File: config.mk
export PLATFORM = sky130hd
export DESIGN_NAME = tsc_adc_responder
export DESIGN_NICKNAME = d
export VERILOG_FILES = /design/src/rtl/tsc_pkg.sv /design/src/rtl/tsc_sample_src.sv /design/src/rtl/tsc_ctrl_latch.sv /design/src/rtl/tsc_readout.sv /design/src/rtl/tsc_adc_responder.sv
export SDC_FILE = /design/constraint.sdc
export NUM_CORES = 1
export LEC_CHECK = 0
export ABC_AREA = 1
export BUFFER_PORTS_ARGS = -buffer_cell sky130_fd_sc_hd__buf_4
export CAP_MARGIN = 15
export CORE_MARGIN = 2
export CORE_UTILIZATION = 25
export DETAILED_ROUTE_END_ITERATION = 7
export GPL_TIMING_DRIVEN = 0
export PLACE_DENSITY = 0.51
export SYNTH_ARGS = -nofsm -noshare
export SYNTH_HDL_FRONTEND = slang
export SYNTH_SLANG_ARGS = --single-unit
File: constraint.sdc
create_clock -name clk -period 2.5 [get_ports clk]
set_input_delay 0.125 -clock clk [delete_from_list [all_inputs] [get_ports clk]]
set_output_delay 0.125 -clock clk [all_outputs]
set_load 0.005 [all_outputs]
File: src/rtl/tsc_pkg.sv
package tsc_pkg;

  // Channel codes carried in the command byte's select field.
  typedef enum logic [2:0] {
    CH_TEMP_A = 3'd0,
    CH_Y_POS  = 3'd1,
    CH_BATT   = 3'd2,
    CH_PRES_1 = 3'd3,
    CH_PRES_2 = 3'd4,
    CH_X_POS  = 3'd5,
    CH_AUX    = 3'd6,
    CH_TEMP_B = 3'd7
  } chan_e;

  localparam int unsigned CHAN_COUNT = 8;
  localparam int unsigned CHAN_SEL_W = 3;

  // Fixed stand-in source: only the Y position channel reads full scale.
  function automatic logic chan_full_scale(input chan_e ch);
    return ch == CH_Y_POS;
  endfunction

endpackage

File: src/rtl/tsc_sample_src.sv
module tsc_sample_src #(
  parameter int unsigned SAMPLE_W = 12
) (
  input  tsc_pkg::chan_e       sel,
  output logic [SAMPLE_W-1:0]  sample
);
  import tsc_pkg::*;

  logic [SAMPLE_W-1:0] level [CHAN_COUNT];

  for (genvar g = 0; g < int'(CHAN_COUNT); g++) begin : g_chan
    assign level[g] = chan_full_scale(chan_e'(g)) ? {SAMPLE_W{1'b1}} : {SAMPLE_W{1'b0}};
  end

  assign sample = level[sel];

endmodule

File: src/rtl/tsc_ctrl_latch.sv
module tsc_ctrl_latch #(
  parameter int unsigned BYTE_W = 8
) (
  input  logic              clk,
  input  logic              rst_n,
  input  logic              strobe,
  input  logic [BYTE_W-1:0] host_byte,
  input  logic              clear,
  output logic [BYTE_W-1:0] ctrl_q,
  output logic              ctrl_valid,
  output logic              ctrl_load
);

  localparam int unsigned CMD_BIT = BYTE_W - 1;

  function automatic logic is_command(input logic [BYTE_W-1:0] b);
    return b[CMD_BIT];
  endfunction

  assign ctrl_load = strobe && is_command(host_byte);

  always_ff @(posedge clk) begin
    if (!rst_n) begin
      ctrl_q     <= '0;
      ctrl_valid <= 1'b0;
    end else if (ctrl_load) begin
      ctrl_q     <= host_byte;
      ctrl_valid <= 1'b1;
    end else if (clear) begin
      ctrl_valid <= 1'b0;
    end
  end

  assert_clear_erases_R8: assert property (@(posedge clk) disable iff (!rst_n)
    (clear && !ctrl_load) |=> !ctrl_valid);

  assert_clear_loses_to_cmd_R8: assert property (@(posedge clk) disable iff (!rst_n)
    (clear && ctrl_load) |=> ctrl_valid);

  assert_cmd_latched_R3: assert property (@(posedge clk) disable iff (!rst_n)
    ctrl_load |=> (ctrl_valid && ctrl_q == $past(host_byte)));

  assert_data_keeps_cmd_R3: assert property (@(posedge clk) disable iff (!rst_n)
    (strobe && !ctrl_load) |=> $stable(ctrl_q));

endmodule

File: src/rtl/tsc_readout.sv
module tsc_readout #(
  parameter int unsigned BYTE_W   = 8,
  parameter int unsigned SAMPLE_W = 12,
  parameter int unsigned HI_BITS  = 7
) (
  input  logic                clk,
  input  logic                rst_n,
  input  logic                strobe,
  input  logic                ctrl_valid,
  input  logic                restart,
  input  logic [SAMPLE_W-1:0] sample_in,
  output logic [BYTE_W-1:0]   dout,
  output logic                hi_emit,
  output logic                lo_emit
);

  localparam int unsigned LO_BITS = SAMPLE_W - HI_BITS;
  localparam int unsigned POS_W   = $clog2(SAMPLE_W + 1);
  localparam logic [POS_W-1:0] POS_IDLE = '0;
  localparam logic [POS_W-1:0] POS_MID  = POS_W'(HI_BITS);
  localparam logic [POS_W-1:0] POS_END  = POS_W'(SAMPLE_W);

  function automatic logic [BYTE_W-1:0] hi_part(input logic [SAMPLE_W-1:0] s);
    logic [BYTE_W-1:0] r;
    r = '0;
    r[HI_BITS-1:0] = s[SAMPLE_W-1 -: HI_BITS];
    return r;
  endfunction

  function automatic logic [BYTE_W-1:0] lo_part(input logic [SAMPLE_W-1:0] s);
    logic [BYTE_W-1:0] r;
    r = '0;
    r[BYTE_W-1 -: LO_BITS] = s[LO_BITS-1:0];
    return r;
  endfunction

  logic [POS_W-1:0]    pos_q, pos_d;
  logic [SAMPLE_W-1:0] cap_q, cap_d;
  logic [BYTE_W-1:0]   dout_d;

  always_comb begin
    hi_emit = strobe && (pos_q == POS_IDLE) && ctrl_valid;
    lo_emit = strobe && (pos_q != POS_IDLE) && (pos_q < POS_END);
    pos_d   = pos_q;
    cap_d   = cap_q;
    dout_d  = dout;
    if (strobe) begin
      dout_d = '0;
      if (hi_emit) begin
        cap_d  = sample_in;
        dout_d = hi_part(sample_in);
        pos_d  = POS_MID;
      end else if (lo_emit) begin
        dout_d = lo_part(cap_q);
        pos_d  = POS_END;
      end
      if (restart) pos_d = POS_IDLE;
    end
  end

  always_ff @(posedge clk) begin
    if (!rst_n) begin
      pos_q <= POS_IDLE;
      cap_q <= '0;
      dout  <= '0;
    end else begin
      pos_q <= pos_d;
      cap_q <= cap_d;
      dout  <= dout_d;
    end
  end

  assert_pos_legal_R6: assert property (@(posedge clk) disable iff (!rst_n)
    (pos_q == POS_IDLE) || (pos_q == POS_MID) || (pos_q == POS_END));

  assert_hold_R2: assert property (@(posedge clk) disable iff (!rst_n)
    !strobe |=> $stable(dout));

  assert_end_zero_R6: assert property (@(posedge clk) disable iff (!rst_n)
    (strobe && pos_q == POS_END) |=> (dout == '0));

  assert_idle_zero_R6: assert property (@(posedge clk) disable iff (!rst_n)
    (strobe && pos_q == POS_IDLE && !ctrl_valid) |=> (dout == '0));

  assert_hi_to_mid_R4: assert property (@(posedge clk) disable iff (!rst_n)
    (hi_emit && !restart) |=> (pos_q == POS_MID));

  assert_lo_to_end_R5: assert property (@(posedge clk) disable iff (!rst_n)
    (lo_emit && !restart) |=> (pos_q == POS_END));

  assert_restart_R3: assert property (@(posedge clk) disable iff (!rst_n)
    restart |=> (pos_q == POS_IDLE));

  assert_one_event_R9: assert property (@(posedge clk) disable iff (!rst_n)
    $onehot0({hi_emit, lo_emit}));

endmodule

File: src/rtl/tsc_adc_responder.sv
module tsc_adc_responder #(
  parameter int unsigned BYTE_W   = 8,
  parameter int unsigned SAMPLE_W = 12,
  parameter int unsigned HI_BITS  = 7
) (
  input  logic              clk,
  input  logic              rst_n,
  input  logic              byte_done,
  input  logic [BYTE_W-1:0] host_byte,
  input  logic              ctrl_clear,
  output logic [BYTE_W-1:0] dev_byte
);
  import tsc_pkg::*;

  localparam int unsigned SEL_LSB = BYTE_W - 1 - CHAN_SEL_W;

  logic [BYTE_W-1:0]   ctrl_q;
  logic                ctrl_valid;
  logic                ctrl_load;
  chan_e               chan_sel;
  logic [SAMPLE_W-1:0] chan_sample;
  logic                hi_emit;
  logic                lo_emit;

  tsc_ctrl_latch #(.BYTE_W(BYTE_W)) u_ctrl (
    .clk       (clk),
    .rst_n     (rst_n),
    .strobe    (byte_done),
    .host_byte (host_byte),
    .clear     (ctrl_clear),
    .ctrl_q    (ctrl_q),
    .ctrl_valid(ctrl_valid),
    .ctrl_load (ctrl_load)
  );

  assign chan_sel = chan_e'(ctrl_q[SEL_LSB +: CHAN_SEL_W]);

  tsc_sample_src #(.SAMPLE_W(SAMPLE_W)) u_src (
    .sel   (chan_sel),
    .sample(chan_sample)
  );

  tsc_readout #(
    .BYTE_W  (BYTE_W),
    .SAMPLE_W(SAMPLE_W),
    .HI_BITS (HI_BITS)
  ) u_readout (
    .clk       (clk),
    .rst_n     (rst_n),
    .strobe    (byte_done),
    .ctrl_valid(ctrl_valid),
    .restart   (ctrl_load),
    .sample_in (chan_sample),
    .dout      (dev_byte),
    .hi_emit   (hi_emit),
    .lo_emit   (lo_emit)
  );

  assert_event_needs_strobe_R2: assert property (@(posedge clk) disable iff (!rst_n)
    (hi_emit || lo_emit) |-> byte_done);

endmodule

Yosys cells after proc, flatten, opt, wreduce, memory -nomap -nowiden:

Memories as Yosys holds them, arrays and structs flattened.
Index checks and enable logic that the tools add are counted.

* input port bits: 12
* bits in read-only memories: 96
* output and inout port bits: 8
* register bits after elaboration: 25
* memories: 1

Memories
* (no name shown): depth 8, width 12, rd ports 1, clocked after memory_dff 0, wr ports 0, line tsc_sample_src.sv:15 `assign sample = level[sel];`

* multiplexer cells: 9
* order comparisons: 2
* bitwise logic cells: 1
* reductions and logical operators: 11

Operators by type and width (number)
* 12-bit two-way mux: 2
* 8-bit two-way mux: 2
* 4-bit two-way mux: 3
* 1-bit logical AND: 5
* 4-bit >= comparator, second input constant: 1
* 4-bit zero test: 1
* 4-bit < comparator, second input constant: 1
* 3-bit inverter with 4-bit output: 1
* 2-bit AND reduction: 2
* 4-bit nonzero test: 1
* 3-bit nonzero test: 1
* 1-bit two-way mux: 2
* 2-bit nonzero test: 1

Logic depth before layout (Yosys ltp):

* depth after elaboration: 6
* depth in mapped cells: 7
* depth with buffers taken out: 7

By module:

Synthesis repeated with hierarchy kept, for this count alone.

* cell total of the unflattened synthesis: 166
* area total of the unflattened synthesis: 1192.4 µm²

Modules (own cells, without submodules)
* tsc_readout: instances 1, seq. area each 320.3 µm², cells an instance 98, area an instance 719.4 µm²
* tsc_ctrl_latch: instances 1, seq. area each 180.2 µm², cells an instance 54, area an instance 376.6 µm²
* tsc_sample_src: instances 1, seq. area each 0.0 µm², cells an instance 14, area an instance 96.3 µm²

Least setup slack after synthesis:

Ideal clock, no wire load.

* path kind: register to register
* start: register u_readout.pos_q[3]
* end: register u_readout.dout[6]
* slack: 1.605 ns
* clock period less this slack: 0.895 ns
* cell stages (with the launch flop): 8
* arrival: 0.839 ns
* cell sequence: dfxtp_1 nor2_2 nand2_2 nor2_4 nand2_2 nand3_1 nand2_1 inv_1

* cells in the longest elaborated chain, start to end: 5
* elaborated cells between the ends (all ways): 9
* classes of those cells: 1 x order compare; 2 x mux; 6 x reduce/logical

RTL lines
* start: declaration: line tsc_readout.sv:37 `logic [POS_W-1:0] pos_q, pos_d;`
* start signal: assignment: line tsc_readout.sv:67 `pos_q <= pos_d;`
* branches (longest 4 deep; another with 4-bit < comparator)
* 8-bit two-way mux (*): line tsc_readout.sv:49 `if (hi_emit) begin`
* end signal: assignment: line tsc_readout.sv:69 `dout <= dout_d;`
* end: declaration: line tsc_readout.sv:12 `output logic [BYTE_W-1:0] dout,`

Every way passes the cells marked *.
A chain may end at the register's enable or synchronous reset.

Final worst setup path:

Same ends and word-level chain as after synthesis.

==> reports/results.ini <==
[route]
dr_total_vias=446
viasPerCell=4.13
drt_wl_total_um=982
dr.first_iter.drc_count=7
ant_nets=0
wl_met1_um=430
first_pass_iters=4
route.met2.wl_um=472
wire_per_inst_um=9.09
top_layer_used=met4
dr_wl_met3_um=58
remaining_drc_errors=0

[logic_synthesis]
synthTopCellsByArea=dfxtp_1 45%, nand2_1 8.5%, buf_4 7.8%
synth_seq_cells=11
yosysWarnings=0
synth_cells=64
yosysUniqueCellTypes=15
synth_nets=76
yosysSeqAreaShare_pct=45.5
yosysTopAreaCell=dfxtp_1
syn_avg_cell_area_um2=7.57
synth_top_area_share_pct=45.5
syn_area_um2=484

[setup_path]
crit_required_ps=2710
slowest_delay_ps=330
cp-start-kind=flip-flop
reg2reg_from=u_readout.pos_q[3]
crit_path_cell_trace=nor2_2 > nand2_2 > nor2_4 > nand2_2 > nand3_1 > nand2_1 > inv_1
rrSetupSlack_ps=1480
path_common_cell=nand2_2
critPathArrivalTime_ps=1230
cp_slowest_cell=dfxtp_1
path_max_fanout=4
rr_worst_depth=7
path_buf_inv=1
worstReg2RegEnd=u_readout.dout[6]
worstSetupPathType=reg2reg
cp-end-kind=flip-flop
critPathTopFamily=simple AND/OR/NAND/NOR gates

[cells_and_area]
finalNonFillerCells=108
final_common_cell=buf_4
fin_nets=96
diodes=0
layout_common_cells=20 x buf_4, 11 x nand2_1, 11 x dfxtp_1
stdcell_area_um2=654
drive_gt1_share_pct=33.7
area_growth_pct=35.1

[grt]
gr-total-overflow=0
grt_pass1_vias=413
grt_max_degree=9
grt_pass1_wl_um=1650
grtUsageTotal_pct=10.7
antenna_found_initial=0

[cts]
cts_buffer_depth=2
clkLatencyLatePin_ps=260
cts_tree=built
post_cts_resize_count=0
clk_pin_slew_ps=70
htree_levels=1
ctsHoldBuffers=0
post_cts_buffers=0
cts_made_buffers=3
cts_root_buf=clkbuf_4
numClockSinks=11

[placement]
dp_hpwl_um=794
port-buffer-count=15
placed_area_um2=628
gp_congestion=0.726
dp.cells=104

[sta]
slew_headroom_pct=82.3
hold_viol=0
finClkSkew_ps=1.19
drv_slew=0
rsz0062_at_grt=no
finalHoldWorstSlack_ps=102
fin_crit_sh_pct=40.6
setup_viol=0
worstMarginPinSlew_ps=264
tns_ps=0
clock.fmax_mhz=984
finalCriticalPeriod_ps=1020

[floorplan]
die_h_um=48.0
num_rows=15
start_util_pct=27.2
io-pin-count=20
design.core.area_um2=1780
die_area_um2=2300
die_w_um=48.0

[status]
outcome=finished, final reports clean

[min_path]
hold_path_class=in2reg
min_path_cells=4
min_from=ctrl_clear
hold_end=u_ctrl.ctrl_valid

[pwr]
powerDensity_nw_per_um2=534
power_mw=0.349
peakVddDrop_v=0.000322
p_leak_nw=0.337

[job]
max-cap-violations=0

## cells in the mapped netlist
cell,count
a21oi_1,5
buf_4,5
dfxtp_1,11
inv_1,10
nand2_1,11
nand2_2,3
nand3_1,2
nand4_1,3
nor2_1,6
nor2_2,1
nor2_4,1
nor3_1,1
nor3b_1,1
o211ai_1,1
o21ai_0,3
## cell type report
type / count / area, µm²
buffer: 5 / 37.5
clock buffer: 4 / 26.3
fill: 206 / 1130
inverter: 10 / 37.5
multi-input combinational: 38 / 189
sequential: 11 / 220
tap: 25 / 31.3
timing repair buffer: 15 / 113
## logic make-up after synthesis
| family | Yosys count | share of synthesized area (%) |
|---|---|---|
| buf+inv | 15 | 15.5 |
| simple gates | 29 | 29.2 |
| flops | 11 | 45.5 |
| compound gates | 9 | 9.82 |
## worst max path at each step
stage                       startpoint            endpoint  slack (ps)  cells past startpoint
detailed placement  u_readout.pos_q[3]   u_readout.dout[6]        1500                      7
global route        u_readout.pos_q[3]  u_readout.pos_q[1]        1400                      7
finish              u_readout.pos_q[3]   u_readout.dout[6]        1480                      7
CTS                 u_readout.pos_q[3]   u_readout.dout[6]        1480                      7
floorplan           u_readout.pos_q[3]   u_readout.dout[6]        1600                      7
global placement    u_readout.pos_q[3]   u_readout.dout[6]        1510                      7
## worst min-delay path, stage by stage
cell	delay, ps
buf_4	70
inv_1	30
nand2_1	40
a21oi_1	50
## flip-flops by register name (all words and copies together) (netlist names)
register / flops
u_readout.cap_q: 1
u_ctrl.ctrl_q: 3
u_readout.pos_q: 3
u_ctrl.ctrl_valid: 1
u_readout.dout: 3
## per-layer routing
layer  vias up  global-route usage (%)
li1        235                       -
met1       197                    12.2
met2        12                    16.5
met3         2                    4.53
met4         0                    6.49
met5         -                       0
## power breakdown
group | switching [mW] | internal (mW) | leakage (nW)
logic | 0.0244 | 0.0194 | 0.232
registers | 0.00450 | 0.183 | 0.0897
clock network | 0.0567 | 0.0617 | 0.0150
## metrics by stage
step / worst slack (ps) / utilization (%)
6_report: 1480 / 36.7
5_1_grt: 1400 / 36.7
4_1_cts: 1480 / 36.7
3_5_place_dp: 1500 / 35.2
3_3_place_gp: 1510 / 35.2
2_1_floorplan: 1600 / -
No activity file was read; power rests on OpenSTA's default activity.
